### src/rtl/pk_simd_pkg.sv
package pk_simd_pkg;

    typedef enum logic [3:0] {
        OP_ADD_WRAP  = 4'd0,
        OP_SUB_WRAP  = 4'd1,
        OP_ADD_SSAT  = 4'd2,
        OP_SUB_SSAT  = 4'd3,
        OP_ADD_USAT  = 4'd4,
        OP_SUB_USAT  = 4'd5,
        OP_AND       = 4'd6,
        OP_OR        = 4'd7,
        OP_XOR       = 4'd8,
        OP_ANDN      = 4'd9,
        OP_CMPEQ     = 4'd10,
        OP_CMPGT     = 4'd11
    } op_e;

    typedef enum logic [1:0] {
        LSZ_BYTE  = 2'd0,
        LSZ_WORD  = 2'd1,
        LSZ_DWORD = 2'd2,
        LSZ_QUAD  = 2'd3
    } lsz_e;

    typedef enum logic [1:0] {
        SAT_NONE     = 2'd0,
        SAT_SIGNED   = 2'd1,
        SAT_UNSIGNED = 2'd2
    } sat_e;

    typedef enum logic [2:0] {
        CLS_ZERO  = 3'd0,
        CLS_ARITH = 3'd1,
        CLS_LOGIC = 3'd2,
        CLS_EQ    = 3'd3,
        CLS_GT    = 3'd4
    } cls_e;

endpackage

### src/rtl/simd_lane_addsub.sv
module simd_lane_addsub
    import pk_simd_pkg::*;
#(
    parameter int W = 8
) (
    input  logic [W-1:0] a,
    input  logic [W-1:0] b,
    input  logic         sub,
    input  sat_e         sat,
    output logic [W-1:0] y
);
    localparam logic [W-1:0] SMAX = {1'b0, {(W-1){1'b1}}};
    localparam logic [W-1:0] SMIN = {1'b1, {(W-1){1'b0}}};
    localparam logic [W-1:0] UMAX = {W{1'b1}};

    logic [W-1:0] b_eff;
    logic [W:0]   sum;
    logic [W-1:0] raw;
    logic         s_ovf;
    logic         u_out;

    always_comb begin
        b_eff = sub ? ~b : b;
        sum   = {1'b0, a} + {1'b0, b_eff} + {{W{1'b0}}, sub};
        raw   = sum[W-1:0];
        // signed overflow: like-signed inputs giving a result of the other sign
        s_ovf = (a[W-1] == b_eff[W-1]) && (raw[W-1] != a[W-1]);
        // unsigned: carry out for add, missing carry (borrow) for subtract
        u_out = sub ? ~sum[W] : sum[W];
        unique case (sat)
            SAT_SIGNED:   y = s_ovf ? (a[W-1] ? SMIN : SMAX) : raw;
            SAT_UNSIGNED: y = u_out ? (sub ? '0 : UMAX) : raw;
            default:      y = raw;
        endcase
    end

    always_comb begin
        if (sat == SAT_UNSIGNED && !sub) begin
            a_r4_uadd_not_below: assert (y >= a);
        end
        if (sat == SAT_UNSIGNED && sub) begin
            a_r5_usub_not_above: assert (y <= a);
        end
    end

endmodule

### src/rtl/simd_lane_cmp.sv
module simd_lane_cmp #(
    parameter int W = 8
) (
    input  logic [W-1:0] a,
    input  logic [W-1:0] b,
    output logic [W-1:0] eq_mask,
    output logic [W-1:0] gt_mask
);
    logic is_eq;
    logic is_gt;

    always_comb begin
        is_eq   = (a == b);
        is_gt   = ($signed(a) > $signed(b));
        eq_mask = {W{is_eq}};
        gt_mask = {W{is_gt}};
    end

    always_comb begin
        a_r9_gt_excludes_eq: assert (!(is_eq && is_gt));
    end

endmodule

### src/rtl/simd_bitwise.sv
module simd_bitwise
    import pk_simd_pkg::*;
#(
    parameter int DATA_W = 64
) (
    input  op_e               op,
    input  logic [DATA_W-1:0] a,
    input  logic [DATA_W-1:0] b,
    output logic [DATA_W-1:0] y
);
    always_comb begin
        unique case (op)
            OP_AND:  y = a & b;
            OP_OR:   y = a | b;
            OP_XOR:  y = a ^ b;
            OP_ANDN: y = ~a & b;
            default: y = '0;
        endcase
    end

endmodule

### src/rtl/pk_simd_unit.sv
module pk_simd_unit
    import pk_simd_pkg::*;
#(
    parameter int DATA_W     = 64,
    parameter int MIN_LANE_W = 8,
    parameter int N_SIZES    = 3
) (
    input  logic              clk,
    input  logic              rst_n,
    input  logic              in_valid,
    input  logic [3:0]        op,
    input  logic [1:0]        lsize,
    input  logic [DATA_W-1:0] src_a,
    input  logic [DATA_W-1:0] src_b,
    output logic              out_valid,
    output logic [DATA_W-1:0] result
);
    localparam int SZ_W = $clog2(N_SIZES + 1);

    // per-size lane results, index = lane-size code
    logic [N_SIZES-1:0][DATA_W-1:0] as_v;
    logic [N_SIZES-1:0][DATA_W-1:0] eq_v;
    logic [N_SIZES-1:0][DATA_W-1:0] gt_v;
    logic [DATA_W-1:0]              logic_v;

    logic              is_sub;
    sat_e              sat_mode;
    cls_e              cls;
    logic              combo_ok;
    logic [DATA_W-1:0] nxt;
    logic              out_valid_q;
    logic [DATA_W-1:0] result_q;

    // ---------------- decode ----------------
    always_comb begin
        is_sub   = 1'b0;
        sat_mode = SAT_NONE;
        cls      = CLS_ZERO;
        unique case (op_e'(op))
            OP_ADD_WRAP: cls = CLS_ARITH;
            OP_SUB_WRAP: begin cls = CLS_ARITH; is_sub = 1'b1; end
            OP_ADD_SSAT: begin cls = CLS_ARITH; sat_mode = SAT_SIGNED; end
            OP_SUB_SSAT: begin cls = CLS_ARITH; sat_mode = SAT_SIGNED; is_sub = 1'b1; end
            OP_ADD_USAT: begin cls = CLS_ARITH; sat_mode = SAT_UNSIGNED; end
            OP_SUB_USAT: begin cls = CLS_ARITH; sat_mode = SAT_UNSIGNED; is_sub = 1'b1; end
            OP_AND, OP_OR, OP_XOR, OP_ANDN: cls = CLS_LOGIC;
            OP_CMPEQ:    cls = CLS_EQ;
            OP_CMPGT:    cls = CLS_GT;
            default:     cls = CLS_ZERO;
        endcase
    end

    // lane-size / opcode combinations that are defined
    always_comb begin
        combo_ok = 1'b1;
        if (cls != CLS_LOGIC && {{(SZ_W > 2 ? SZ_W-2 : 0){1'b0}}, lsize} >= SZ_W'(N_SIZES))
            combo_ok = 1'b0;
        if (sat_mode != SAT_NONE && lsize >= 2'(LSZ_DWORD))
            combo_ok = 1'b0;
    end

    // ---------------- lane datapath ----------------
    for (genvar g = 0; g < N_SIZES; g++) begin : g_size
        localparam int LW = MIN_LANE_W << g;
        localparam int NL = DATA_W / LW;
        for (genvar l = 0; l < NL; l++) begin : g_lane
            simd_lane_addsub #(.W(LW)) u_as (
                .a   (src_a[l*LW +: LW]),
                .b   (src_b[l*LW +: LW]),
                .sub (is_sub),
                .sat (sat_mode),
                .y   (as_v[g][l*LW +: LW])
            );
            simd_lane_cmp #(.W(LW)) u_cmp (
                .a       (src_a[l*LW +: LW]),
                .b       (src_b[l*LW +: LW]),
                .eq_mask (eq_v[g][l*LW +: LW]),
                .gt_mask (gt_v[g][l*LW +: LW])
            );
        end
    end

    simd_bitwise #(.DATA_W(DATA_W)) u_bit (
        .op (op_e'(op)),
        .a  (src_a),
        .b  (src_b),
        .y  (logic_v)
    );

    // ---------------- result select ----------------
    always_comb begin
        nxt = '0;
        if (combo_ok) begin
            unique case (cls)
                CLS_LOGIC: nxt = logic_v;
                CLS_ARITH, CLS_EQ, CLS_GT: begin
                    for (int s = 0; s < N_SIZES; s++) begin
                        if (int'(lsize) == s) begin
                            if (cls == CLS_ARITH)   nxt = as_v[s];
                            else if (cls == CLS_EQ) nxt = eq_v[s];
                            else                    nxt = gt_v[s];
                        end
                    end
                end
                default: nxt = '0;
            endcase
        end
    end

    // ---------------- output register ----------------
    always_ff @(posedge clk or negedge rst_n) begin
        if (!rst_n) begin
            out_valid_q <= 1'b0;
        end else begin
            out_valid_q <= in_valid;
        end
    end

    always_ff @(posedge clk or negedge rst_n) begin
        if (!rst_n) begin
            result_q <= '0;
        end else if (in_valid) begin
            result_q <= nxt;
        end
    end

    assign out_valid = out_valid_q;
    assign result    = result_q;

    // ---------------- assertions ----------------
    a_r1_valid_next: assert property (@(posedge clk) disable iff (!rst_n)
        in_valid |=> out_valid);
    a_r1_idle_next: assert property (@(posedge clk) disable iff (!rst_n)
        !in_valid |=> !out_valid);
    a_r1_hold_idle: assert property (@(posedge clk) disable iff (!rst_n)
        !in_valid |=> $stable(result));
    a_r7_andn_form: assert property (@(posedge clk) disable iff (!rst_n)
        in_valid && op == 4'd9 |=> result == (~$past(src_a) & $past(src_b)));
    a_r8_eq_self: assert property (@(posedge clk) disable iff (!rst_n)
        in_valid && op == 4'd10 && src_a == src_b && lsize != 2'd3 |=> &result);
    a_r10_bad_op_zero: assert property (@(posedge clk) disable iff (!rst_n)
        in_valid && op >= 4'd12 |=> result == '0);

endmodule

### config.mk
export PLATFORM = sky130hd
export DESIGN_NAME = pk_simd_unit
export DESIGN_NICKNAME = d
export VERILOG_FILES = /design/src/rtl/pk_simd_pkg.sv /design/src/rtl/simd_lane_addsub.sv /design/src/rtl/simd_lane_cmp.sv /design/src/rtl/simd_bitwise.sv /design/src/rtl/pk_simd_unit.sv
export SDC_FILE = /design/constraint.sdc
export NUM_CORES = 1
export LEC_CHECK = 0
export BUFFER_PORTS_ARGS = -buffer_cell sky130_fd_sc_hd__buf_2
export CELL_PAD_IN_SITES_DETAIL_PLACEMENT = 1
export CELL_PAD_IN_SITES_GLOBAL_PLACEMENT = 2
export CORE_ASPECT_RATIO = 1.75
export CORE_MARGIN = 2
export CORE_UTILIZATION = 37
export CTS_CLUSTER_SIZE = 20
export DETAILED_ROUTE_END_ITERATION = 10
export PLACE_DENSITY = 0.87
export RECOVER_POWER = 100
export SLEW_MARGIN = 20
export SYNTH_ARGS = -nofsm -noshare
export SYNTH_HDL_FRONTEND = slang
export SYNTH_SLANG_ARGS = --single-unit
export TNS_END_PERCENT = 100
### constraint.sdc
create_clock -name clk -period 3.5 [get_ports clk]
set_clock_uncertainty 0.1 [all_clocks]
set_input_delay 0.175 -clock clk [delete_from_list [all_inputs] [get_ports clk]]
set_output_delay 0.175 -clock clk [all_outputs]
set_load 0.05 [all_outputs]
==> flow_summary.json, run 1 <==
{
  "outcome": "did not finish",
  "haltStage": "5_1_grt",
  "error": "[ERROR GRT-0232] Routing congestion too high. Check the congestion heatmap in the GUI.",
  "yosysUniqueCellTypes": 104,
  "cts-root-buf": "clkbuf_16",
  "cts.sinks": 65,
  "ys_top_cells_by_area": "ha_1 (13%), a21oi_1 (10%), xnor2_1 (9.0%), dfrtp_1 (8.5%), o21ai_0 (6.8%)",
  "ys_ff_latch": 65,
  "num_rows": 110,
  "synth_edf_count": 0,
  "synth_top_area_share_pct": 13.3,
  "yosys.area.top_type": "ha_1",
  "die_h_um": 304,
  "avgSynthCellArea_um2": 6.77,
  "placement.io_buffers": 201,
  "grtUsageTotal_pct": 65.6,
  "worst_endpoint": "result[62]$_DFFE_PN0P_/D",
  "synthCells": 2819,
  "initial_core_util_pct": 37.3,
  "synth_nets": 3167,
  "async_flop_share_pct": 100,
  "clockBufferDepth": 2,
  "synth_area_um2": 19100,
  "hpwlAfterDp_um": 97100,
  "gp_congestion": 1.13,
  "ys_seq_area_share_pct": 8.52,
  "numCtsBuffers": 9,
  "num_io_pins": 202,
  "synth_flop_cell": "dfrtp_1",
  "worst-endpoint-pin-kind": "register input",
  "overflow": 13,
  "yosys_warnings": 0,
  "grt_max_degree": 51,
  "die_x_um": 176,
  "h-tree-depth": 3
}
-- cells in the mapped netlist, types with 41 or more instances --
cell,n
ha_1,203
nor3_1,47
inv_1,193
dfrtp_1,65
nor2_1,209
xor2_1,42
clkbuf_1,131
o21ai_0,260
a21o_1,42
nand2_1,223
a21oi_1,383
a31oi_1,55
nand3_1,79
o211ai_1,41
xnor2_1,197
-- what timing repair did --
action / 4_1_cts
pin swaps: 67
gates cloned: 1
endpoints found under the hold margin: 49
buffers inserted: 34
hold buffers: 1
endpoints found under the setup margin: 63
gates resized for setup: 164
-- kinds of logic after synthesis --
| logic type | share of synthesized area [%] |
|---|---|
| AND/OR/NAND/NOR | 18.5 |
| adder cells (fa/ha/maj) | 14.9 |
| multiplexers | 0.105 |
| buffers and inverters | 7.54 |
| XOR/XNOR | 11.0 |
| AO/OA/AOI/OAI | 39.5 |
| flip-flops | 8.52 |
-- routing by layer --
layer / global-route usage (%) / overflow
met1: 61.8 / 0
met2: 88.1 / 9
met3: 44.8 / 0
met4: 71.4 / 4
met5: 12.5 / 0
-- per-stage QoR --
step	std cells	instance area, um2	setup WS [ns]	hold WS, ns	utilization [%]
3_5_place_dp	4295	26600	-1.01	0.257	52.0
4_1_cts	4347	28000	-0.0837	0.0443	54.6
3_3_place_gp	4295	26600	-0.882	0.244	52.0
2_1_floorplan	2819	19600	-0.520	-0.221	-
==> inputs of run 2 (changes only) <==
--- a/config.mk
+++ b/config.mk
@@ -6,14 +6,10 @@
 export NUM_CORES = 1
 export LEC_CHECK = 0
 export BUFFER_PORTS_ARGS = -buffer_cell sky130_fd_sc_hd__buf_2
-export CELL_PAD_IN_SITES_DETAIL_PLACEMENT = 1
-export CELL_PAD_IN_SITES_GLOBAL_PLACEMENT = 2
-export CORE_ASPECT_RATIO = 1.75
 export CORE_MARGIN = 2
-export CORE_UTILIZATION = 37
-export CTS_CLUSTER_SIZE = 20
+export CORE_UTILIZATION = 38
 export DETAILED_ROUTE_END_ITERATION = 10
-export PLACE_DENSITY = 0.87
+export PLACE_DENSITY_LB_ADDON = 0.15
 export RECOVER_POWER = 100
 export SLEW_MARGIN = 20
 export SYNTH_ARGS = -nofsm -noshare
==> flow_summary.json, run 2 <==
{
  "grt_pass1_vias": 26500,
  "drc_errors": 0,
  "avgSynthCellArea_um2": 6.77,
  "p_switching_mw": 4.94,
  "power.density_nw_per_um2": 323,
  "synth_nets": 3167,
  "max-slew-margin-rel_pct": -35.0,
  "via_count": 27000,
  "drive_gt1_share_pct": 38.6,
  "ys_top_cells_by_area": "ha_1 (13%), a21oi_1 (10%), xnor2_1 (9.0%), dfrtp_1 (8.5%), o21ai_0 (6.8%)",
  "overflow": 0,
  "p_int_mw": 4.79,
  "gp_congestion": 1.01,
  "p_comb_share_pct": 78.1,
  "outcome": "finished, violations left",
  "fin_crit_sh_pct": 102,
  "drt_first_pass_iters": 6,
  "leakage_nw": 13.6,
  "crit_chain": "buf_8 > nand2b_4 > nor2_4 > buf_12 > buf_12 > buf_16 > buf_12 > xnor2_1 > ha_1 > a21o_1 > buf_4 > o21ba_2 > nand2_2 > nor2_1 > o211ai_1 > buf_4 > and4_1 > a311o_1 > a2111o_1 > a31oi_1 > o31a_1",
  "via_per_inst": 6.02,
  "fin_crit_ns": 3.58,
  "rsz0062_at_grt": "true",
  "cts.sinks": 65,
  "yosys.area.top_type": "ha_1",
  "endpoint_kind": "flop",
  "violations": "capacitance limit, slew limit, setup timing",
  "switching_share_pct": 50.8,
  "ant_nets": 0,
  "yosys-top-cells-count": "a21oi_1 (383), o21ai_0 (260), nand2_1 (223)",
  "grt_max_degree": 58,
  "initial_core_util_pct": 38.3,
  "die_x_um": 228,
  "yosysUniqueCellTypes": 104,
  "grtUsageTotal_pct": 40.5,
  "clkSlewWorstSetupHoldPaths_ns": 0.07,
  "clock_latency_ns": 0.39,
  "ys_ff_latch": 65,
  "total_power_mw": 9.73,
  "crit_path_start_kind": "input pin",
  "numCtsBuffers": 9,
  "maxSlewViolCount": 58,
  "wl_per_cell_um": 24.6,
  "final_common_cell": "buf_4",
  "num_rows": 82,
  "num_io_pins": 202,
  "fin_nets": 4156,
  "fmax_mhz": 280,
  "die_h_um": 228,
  "wirelength_um": 110000,
  "worstMarginPinSlew_ns": 2.02,
  "synth_flop_cell": "dfrtp_1",
  "cp_data_required_time_ns": 3.73,
  "hold_viol_final": 0,
  "cpMostUsedCell": "buf_12",
  "design.core.area_um2": 49900,
  "h-tree-depth": 3,
  "hp-class": "in -> reg",
  "postLayoutCoreUtil_pct": 60.5,
  "synth_edf_count": 0,
  "clockBufferDepth": 2,
  "final-setup-viol-count": 22,
  "pwr-share-seq_pct": 10.5,
  "fin_setup_tns_ns": -0.830,
  "die_area_um2": 52000,
  "largest_reg_flops": 64,
  "setup.worst_path.class": "in -> reg",
  "clkPwrFrac_pct": 11.4,
  "arrival_ns": 3.81,
  "hpwlAfterDp_um": 86200,
  "cp_slowest_cell": "a2111o_1",
  "tritoncts": "built",
  "placement.io_buffers": 201,
  "worst-path-buf-inv": 7,
  "crit_family": "compound AO/OA/AOI/OAI gates",
  "cts-root-buf": "clkbuf_16",
  "async_flop_share_pct": 100,
  "setup_ws_ns": -0.0774,
  "synth.most_common_cell": "a21oi_1",
  "synthCells": 2819,
  "yosys_warnings": 0,
  "grt_pass1_wl_um": 161000,
  "ys_seq_area_share_pct": 8.52,
  "irDropWorstVdd_v": 0.000236,
  "area_delta_synth_final_pct": 57.9,
  "drt_iter0_markers": 2514,
  "stdcell_area_um2": 30100,
  "crit_fanout": 8,
  "whs_ns": 0.0844,
  "critical_path.max_stage_delay_ns": 0.39,
  "final_cell_mix": "buf_4 (875), a21oi_1 (331), nand2_1 (207), o21ai_0 (202), nor2_1 (192)",
  "synth_top_area_share_pct": 13.3,
  "dpl_cell_area_um2": 27100,
  "synth_area_um2": 19100,
  "max_cap_violations": 1,
  "antenna_found_initial": 7
}
run 2: cell counts after synthesis:
No cell type changed its count.
run 2: power groups by stage:
| stage | logic (mW) | registers (mW) | clock network (mW) |
|---|---|---|---|
| after floorplan | 3.12 | 1.44 | 0 |
| after global placement | 6.59 | 1.02 | 0 |
| after detailed placement | 6.63 | 1.02 | 0 |
| after CTS | 7.01 | 1.00 | 1.12 |
| after global routing | 8.02 | 1.02 | 1.13 |
| final | 7.60 | 1.02 | 1.11 |
run 2: cell families (layout without fill, tap and decap cells):
group	after synthesis	after routing	synth area share (%)
AO/OA/AOI/OAI	1176	1176	39.5
XOR/XNOR	239	239	11.0
adder cells (fa/ha/maj)	225	225	14.9
buffers and inverters	369	1363	7.54
flip-flops	65	65	8.52
multiplexers	2	2	0.105
other	0	2	0
AND/OR/NAND/NOR	743	743	18.5
run 2: layout make-up:
class | instances | area (um2)
Clock buffer | 9 | 225
Inverter | 195 | 736
Multi-Input combinational cell | 2385 | 18000
Tap cell | 672 | 841
Clock inverter | 7 | 95.1
Timing Repair Buffer | 1152 | 8640
Fill cell | 4734 | 19700
Sequential cell | 65 | 1630
Antenna cell | 2 | 5.00
run 2: final timing paths:
path	start	end	slack [ns]	cells after the start
hold reg to reg	result[6]	result[6]	0.41	2
setup reg to reg	result[30]	result[30]	1.71	4
max in group asynchronous	rst_n	result[26]	1.17	3
min in group asynchronous	rst_n	result[25]	0.80	2
setup / recovery	op[3]	result[30]	-0.08	21
hold / removal	src_b[60]	result[60]	0.08	3
run 2: what timing repair did:
action | 4_1_cts | 5_1_grt
hold buffers | 1 | 0
cloned | 5 | 0
gates resized for setup | 166 | 259
buffers inserted | 52 | 52
pin swaps | 97 | 145
endpoints found under the hold margin | 56 | 0
setup endpoints to repair | 58 | 63
run 2: through the flow:
step           setup slack (ns)  instances
2_1_floorplan            -0.520       2819
3_3_place_gp             -0.849       4362
3_5_place_dp             -0.803       4362
4_1_cts                 -0.0523       4434
5_1_grt                  -0.198       4486
6_report                -0.0774       4487
run 2: tightest hold or removal path: stages:
cell	delay (ns)
buf_2	0.09
a31oi_1	0.14
o32ai_2	0.12
run 2: per-layer routing:
layer	part of all wire (%)	vias to the layer above	track usage [%]
li1	-	12300	-
met1	41	13000	50.7
met2	46	1356	67.3
met3	7.3	327	5.34
met4	5.8	2	22.4
met5	0.013	-	0
Note: power is estimated with default switching activity, not from simulation.
